$ cat src/rtl/link_chk_sched.sv
module link_chk_sched #(
  parameter int SHORT_LOG   = 4,
  parameter int LONG_LOG    = 7,
  parameter int SPEEDUP_LOG = 3
) (
  input  logic clk,
  input  logic rst_n,
  input  logic frame_start,
  input  logic link_en,
  input  logic fast_mode,
  input  logic sync_chk_off,
  output logic short_calc,
  output logic long_calc,
  output logic long_prechk,
  output logic long_chk
);
  localparam int CW = LONG_LOG;
  localparam logic [CW-1:0] L_NORM = CW'((1 << LONG_LOG) - 1);
  localparam logic [CW-1:0] L_FAST = CW'((1 << (LONG_LOG - SPEEDUP_LOG)) - 1);
  localparam logic [CW-1:0] S_NORM = CW'((1 << SHORT_LOG) - 1);
  localparam logic [CW-1:0] S_FAST = CW'((1 << (SHORT_LOG - SPEEDUP_LOG)) - 1);

  logic [CW-1:0] cnt;
  logic          mode_q;

  wire           idle     = (cnt == '0);
  wire           mode_eff = idle ? fast_mode : mode_q;
  wire [CW-1:0]  last     = mode_eff ? L_FAST : L_NORM;
  wire [CW-1:0]  smask    = mode_eff ? S_FAST : S_NORM;
  wire           hit      = frame_start & link_en;
  wire           at_end   = (cnt == last);
  wire           at_pre   = (cnt == last - CW'(1));
  wire           at_short = ((cnt & smask) == smask);

  always_ff @(posedge clk or negedge rst_n) begin
    if (!rst_n) begin
      cnt         <= '0;
      mode_q      <= 1'b0;
      short_calc  <= 1'b0;
      long_calc   <= 1'b0;
      long_prechk <= 1'b0;
      long_chk    <= 1'b0;
    end else if (!link_en) begin
      cnt         <= '0;
      mode_q      <= 1'b0;
      short_calc  <= 1'b0;
      long_calc   <= 1'b0;
      long_prechk <= 1'b0;
      long_chk    <= 1'b0;
    end else begin
      mode_q      <= mode_eff;
      short_calc  <= hit & at_short;
      long_calc   <= hit & at_end;
      long_chk    <= hit & at_end;
      long_prechk <= hit & at_pre & ~sync_chk_off;
      if (hit) cnt <= at_end ? '0 : cnt + CW'(1);
    end
  end
endmodule


$ cat config.mk
export PLATFORM = sky130hd
export DESIGN_NAME = link_chk_sched
export DESIGN_NICKNAME = d
export VERILOG_FILES = /design/src/rtl/link_chk_sched.sv
export SDC_FILE = /design/constraint.sdc
export NUM_CORES = 1
export LEC_CHECK = 0
export BUFFER_PORTS_ARGS = -buffer_cell sky130_fd_sc_hd__buf_2
export CAP_MARGIN = 25
export CORE_MARGIN = 4
export CORE_UTILIZATION = 40
export DETAILED_ROUTE_END_ITERATION = 10
export HOLD_SLACK_MARGIN = 0.15
export PLACE_DENSITY_LB_ADDON = 0.3
export SYNTH_ARGS = -nofsm -noshare
export SYNTH_HDL_FRONTEND = slang
export SYNTH_SLANG_ARGS = --single-unit
$ cat constraint.sdc
create_clock -name clk -period 5.3 [get_ports clk]
set_input_delay 1.06 -clock clk [delete_from_list [all_inputs] [get_ports clk]]
set_output_delay 1.06 -clock clk [all_outputs]
set_load 0.005 [all_outputs]
==> qor.yml, run 1 <==
detailed_routing:
  wl_mm: 1.26
  ant_nets: 0
  firstDrtPassIters: 4
  drt_iter0_drc: 15
  drt-vias-per-instance: 5.75
  num_vias: 523
  drc: 0
  wl_per_cell_um: 13.8
pwr:
  leakagePower_nw: 0.320
  irDropWorstVdd_mv: 0.109
  powerDensity_nw_per_um2: 241
layout:
  final_layout_size_suffix_gt1_share_pct: 17.3
  area_growth_syn_to_layout_pct: 9.30
  layout.nets: 85
  diodes: 0
timing:
  worst_pin_slew_ps: 496
  max_freq_ghz: 0.516
  skew_ps: 4.63
  relSlewSlack_pct: 66.5
  fin_crit_ps: 1940
  tns_ps: 0
  slew_viol_final: 0
  rsz0062_at_grt: "false"
  finalCritPeriodShare_pct: 36.6
  finalSetupViolCount: 0
  setup_ws_ps: 3360
  hold_viol: 0
synth:
  synth_edf_count: 0
  synth_area_leaders: "dfrtp_1 (43%), ha_1 (5.8%), nand2_1 (4.1%)"
  ys_seq_area_share_pct: 42.6
  yosysWarnings: 0
  synthCells: 67
  syn-num-nets: 76
  synth_top_cell_by_area: "dfrtp_1"
  syn_area_per_cell_sq_um: 9.64
  syn_area_sq_um: 646
  synth.cells.most_frequent: "dfrtp_1 (11), nand2_1 (7), nand3_1 (5)"
  synth_ff_type: "dfrtp_1"
  yosysMostFrequentCell: "dfrtp_1"
  synth.ff_latch_count: 11
  async_flop_share_pct: 100
  synth_top_area_share_pct: 42.6
  ys_types: 34
floorplan:
  start_util_pct: 42.4
  die_w_um: 48.2
  std_cell_rows: 14
  num_io_pins: 10
  die_y_um: 48.2
  die_area_sq_um: 2320
  placeableCoreArea_sq_um: 1520
worst_hold_path:
  hp-class: "reg -> reg"
  hold_path_end: "cnt[6]$_DFFE_PN0P_"
  whs_path_depth: 2
  hp-start: "cnt[6]$_DFFE_PN0P_"
placement:
  io_buffers: 9
  pre_cts_ws_ps: 3150
  hpwl_um: 878
  place_congestion: 0.783
cts:
  path_clk_slew_ps: 80
  cts_tree: "yes"
  cts-root-buf: "clkbuf_4"
  cts_buffer_depth: 2
  cts_sinks: 11
  post_cts_buffers: 0
  cts_resized: 0
  hold_buffers: 0
  numCtsBuffers: 3
  clk_latency_ps: 280
  cts_max_level: 1
setup_path:
  r2r-start: "cnt[0]$_DFFE_PN0P_"
  cp_max_fo: 5
  rrSetupSlack_ps: 3360
  start_kind: "flip-flop"
  worstRegToRegCells: 6
  critPathRequiredTime_ps: 5490
  timing.rr.end: "cnt[3]$_DFFE_PN0P_"
  cpPeakStageDelay_ps: 430
  cp.arrival_ps: 2130
  path_class: "reg -> reg"
  crit_slowest_cell: "dfrtp_1"
  end_kind: "flip-flop"
  crit_chain: "inv_1, ha_1, or3b_1, a221oi_2, nor4b_1, o31ai_1"
status:
  status: "finished clean"
global_route:
  grt_pass1_vias: 439
  grt_first_pass_wirelength_mm: 1.99
  grtUsageMet1_pct: 17.9
  grt_antenna_before_repair: 0
  grt_max_degree: 15
  grt_usage_pct: 13.0
  grt.busiest_layer: "met2"
  met2_usage_pct: 18.0
  grt_overflow: 0
  met3_usage_pct: 3.32
job:
  maxCapViolCount: 0
metal layers:
layer | up-vias | routed length [um]
li1 | 260 | -
met5 | - | 0
met1 | 243 | 579
met2 | 17 | 597
met3 | 3 | 65
met4 | 0 | 18
critical path: cells and delay by family (launching register included):
kind,cells,cell delay (ps)
AOI/OAI and AO/OA,2,600
adders and majority gates,1,190
buffers and inverters,1,120
DFF,1,430
and+or+nand+nor,2,510
state kept, by name (all words and copies together) (netlist names):
register,cells
cnt,7
long_chk,1
long_prechk,1
mode_q,1
short_calc,1
final cells by class:
cell class | count | area, sq um
inverter | 2 | 7.51
timing repair buffer | 9 | 45.0
tap | 16 | 20.0
multi-input combinational | 49 | 332
sequential | 11 | 275
clock buffer | 4 | 26.3
fill | 142 | 818
cells in the final DEF (no fill, tap or decap), types with 2 or more instances in the layout:
cell	Yosys	final
nand4_1	2	2
ha_1	3	3
buf_2	1	9
nor2_1	3	3
clkbuf_4	0	3
inv_1	2	2
o22ai_1	2	2
o21ai_0	2	2
nand3_1	5	5
dfrtp_1	11	11
a21oi_1	2	2
a21boi_0	2	2
nand2_1	7	7
and2_1	2	2
nor4b_1	2	2
worst max path at each step:
| stage | startpoint | to | slack (ps) | depth (start not counted) |
|---|---|---|---|---|
| floorplan | fast_mode | cnt[5]$_DFFE_PN0P_ | 3360 | 4 |
| global placement | fast_mode | cnt[1]$_DFFE_PN0P_ | 3150 | 5 |
| detailed placement | fast_mode | cnt[1]$_DFFE_PN0P_ | 3150 | 5 |
| CTS | cnt[0]$_DFFE_PN0P_ | cnt[3]$_DFFE_PN0P_ | 3360 | 6 |
| global route | cnt[0]$_DFFE_PN0P_ | cnt[3]$_DFFE_PN0P_ | 3210 | 6 |
| finish | cnt[0]$_DFFE_PN0P_ | cnt[3]$_DFFE_PN0P_ | 3360 | 6 |
logic make-up after synthesis:
group	share of synthesized area, %
xor gates and xnor gates	1.36
adders and majority gates	5.81
and+or+nand+nor	27.7
AOI/OAI and AO/OA	14.9
buffers and inverters	6.01
DFF	42.6
muxes	1.55
power by group:
part | switching [W] | internal, W
Sequential | 0.00000267 | 0.0000859
Combinational | 0.0000112 | 0.00000836
Clock | 0.0000326 | 0.0000292
through the flow:
stage / utilization [%] / cell area, sq um / power [W] / instances / hold slack [ps]
detailed placement: 44.6 / 679 / 0.000110 / 87 / 579
global placement: 44.6 / 679 / 0.000110 / 87 / 567
finish: 46.3 / 706 / 0.000170 / 91 / 591
floorplan: - / 646 / 0.000103 / 67 / 542
global route: 46.3 / 706 / 0.000175 / 91 / 622
CTS: 46.3 / 706 / 0.000169 / 91 / 592
Power figures use the tool's default switching activity.
==> run 2: changes to the inputs <==
- ABC_AREA: unset -> 1
- clock period: 5.3 -> 2 ns (I/O delays scaled with it)
==> run 2 against run 1 <==
Non-clock buffer count increased by 1; maximum frequency increased by 21%; die area increased by 1.8%; critical path depth increased by 5; global-route usage decreased by 1.5 points; first-iteration DRC count decreased by 60%; largest cell class unchanged; largest power group unchanged.
==> qor.yml, run 2 <==
timing:
  worst_pin_slew_ps: 384  # -112 ps
  hold_viol: 0  # unchanged
  relSlewSlack_pct: 74.3  # +7.8 points
  max_freq_ghz: 0.626  # +21%
  setup_ws_ps: 402  # -2960 ps
  skew_ps: 1.36  # -3.28 ps
  finalSetupViolCount: 0  # unchanged
  finalCritPeriodShare_pct: 79.9  # +43 points
  tns_ps: 0  # unchanged
  slew_viol_final: 0  # unchanged
  fin_crit_ps: 1600  # -340 ps
  rsz0062_at_grt: "false"
global_route:
  grt_first_pass_wirelength_mm: 2.15  # +7.6%
  grt_antenna_before_repair: 0  # unchanged
  grt_max_degree: 12  # -3
  grt_usage_pct: 11.5  # -1.5 points
  grt_pass1_vias: 523  # +19%
  grt_overflow: 0  # unchanged
floorplan:
  start_util_pct: 43.3  # +0.90 points
  die_y_um: 48.6  # +0.88%
  die_w_um: 48.6  # +0.88%
  num_io_pins: 10  # unchanged
  placeableCoreArea_sq_um: 1520  # unchanged
  std_cell_rows: 14  # unchanged
  die_area_sq_um: 2360  # +1.8%
layout:
  final_cell_mix: "nand2_1 (25), inv_1 (14), dfrtp_1 (11), nor2_1 (9), buf_2 (9)"
  fin_util_pct: 49.4  # +3.1 points
  area_growth_syn_to_layout_pct: 14.2
  diodes: 0  # unchanged
  final_layout_size_suffix_gt1_share_pct: 17.8  # +0.49 points
  layout_commonest_cell: "nand2_1"
  layout.nets: 111  # +31%
  top_register: "cnt"
  largest_reg_flops: 7  # unchanged
setup_path:
  crit_slowest_cell: "dfrtp_1"
  crit_family: "simple AND/OR/NAND/NOR gates"
  crit_chain: "inv_1, ha_1, inv_1, nor2_1, nand2_1, nand2_1, nand3_1, nand2_2, nand2_4, nand2_1, nand2_1"
  rrSetupSlack_ps: 400  # -2960 ps
  setup.worst_path.end: "cnt[0]$_DFFE_PN0P_"
  cp_max_fo: 6  # +1
  path_class: "reg -> reg"
  start_kind: "flip-flop"
  timing.rr.end: "cnt[0]$_DFFE_PN0P_"
  r2r-start: "cnt[0]$_DFFE_PN0P_"
  cp_num_cells: 11  # +5
  cp.arrival_ps: 1760  # -370 ps
  cp-startpoint: "cnt[0]$_DFFE_PN0P_"
  crit_buf_inv: 2  # +1
  cpPeakStageDelay_ps: 440  # about the same
  crit_top_cell: "nand2_1"
  critPathRequiredTime_ps: 2160  # -3330 ps
  worstRegToRegCells: 11  # +5
  end_kind: "flip-flop"
placement:
  io_buffers: 9  # unchanged
  pre_cts_ws_ps: 422  # -2730 ps
  place_congestion: 0.820  # +4.8%
  hpwl_um: 978  # +11%
cts:
  cts_buffer_depth: 2  # unchanged
  cts_max_level: 1  # unchanged
  hold_buffers: 1  # +1
  cts-root-buf: "clkbuf_4"
  cts_sinks: 11  # unchanged
  path_clk_slew_ps: 70  # about the same
  post_cts_buffers: 0  # unchanged
  numCtsBuffers: 3  # unchanged
  cts_resized: 0  # unchanged
  clk_latency_ps: 270  # about the same
  cts_tree: "yes"
synth:
  syn-num-nets: 97  # +28%
  synth_area_leaders: "dfrtp_1 (42%), nand2_1 (14%), inv_1 (8.0%)"
  ys_seq_area_share_pct: 41.7  # -0.89 points
  synth.cells.most_frequent: "nand2_1 (25), inv_1 (14), dfrtp_1 (11)"
  synth_top_area_share_pct: 41.7  # -0.89 points
  synthCells: 88  # +31%
  synth.ff_latch_count: 11  # unchanged
  synth_edf_count: 0  # unchanged
  synth_top_cell_by_area: "dfrtp_1"
  syn_area_sq_um: 659  # +2.1%
  yosysMostFrequentCell: "nand2_1"
  yosysWarnings: 0  # unchanged
  synth_ff_type: "dfrtp_1"
  syn_area_per_cell_sq_um: 7.49  # -22%
  ys_types: 19  # -44%
  async_flop_share_pct: 100  # unchanged
detailed_routing:
  ant_nets: 0  # unchanged
  num_vias: 565  # +8.0%
  drt-vias-per-instance: 4.83  # -16%
  wl_mm: 1.23  # -2.6%
  drt_iter0_drc: 6  # -9
  firstDrtPassIters: 5  # +1
  drc: 0  # unchanged
  wl_per_cell_um: 10.5  # -24%
pwr:
  irDropWorstVdd_mv: 0.406  # +270%
  power_w: 0.000440  # +160%
  leakagePower_nw: 0.433  # +35%
  powerDensity_nw_per_um2: 584  # +140%
job:
  maxCapViolCount: 0  # unchanged
status:
  status: "finished clean"
worst_hold_path:
  hp-class: "in -> reg"
run 2: cells by family (layout without fill, tap and decap cells):
logic type	Yosys count	count (layout)	share of synthesized area [%]
simple gates	48	48	34.3
flops	11	11	41.7
xor+xnor	1	1	1.33
buf+inv	16	29	9.68
compound gates	9	9	7.21
fa+ha+maj	3	3	5.69
run 2: tightest hold or removal path: cells and delay by family:
family                 cells  cell delay [ps]
AO/OA/AOI/OAI              1               40
buffers and inverters      2              100
AND/OR/NAND/NOR            1               80
run 2: through the flow:
stage	area (sq um)	hold slack, ps	instances
2_1_floorplan	659	104	88
3_3_place_gp	717	283	112
3_5_place_dp	717	285	112
4_1_cts	753	383	117
5_1_grt	753	386	117
6_report	753	391	117
run 2: layer usage:
metal	global-route usage (%)	part of all wire [%]	up-vias	wire, um
li1	-	-	298	-
met1	14.7	49	254	597
met2	17.4	44	13	540
met3	5.52	7.2	0	88
met4	2.69	0	0	0
met5	0	0	-	0
run 2: report_power, final:
part / switching, W / internal [W]
sequential: 0.00000632 / 0.000228
clock: 0.0000718 / 0.0000772
combinational: 0.0000358 / 0.0000203
run 2: how the worst min path moves through the flow:
stage	from	end	slack, ps	cells past startpoint
floorplan	rst_n	cnt[0]$_DFFE_PN0P_	100	0
global route	link_en	mode_q$_DFF_PN0_	390	3
finish	sync_chk_off	long_prechk$_DFF_PN0_	390	4
detailed placement	rst_n	short_calc$_DFF_PN0_	280	1
global placement	rst_n	short_calc$_DFF_PN0_	280	1
CTS	link_en	cnt[2]$_DFFE_PN0P_	380	3
run 2: area by class of cell:
cell class                 count  area [sq um]
fill                         146           771
clock buffer                   4          26.3
sequential                    11           275
multi-input combinational     61           320
inverter                      15          56.3
timing repair buffer          10          55.1
tap                           16          20.0
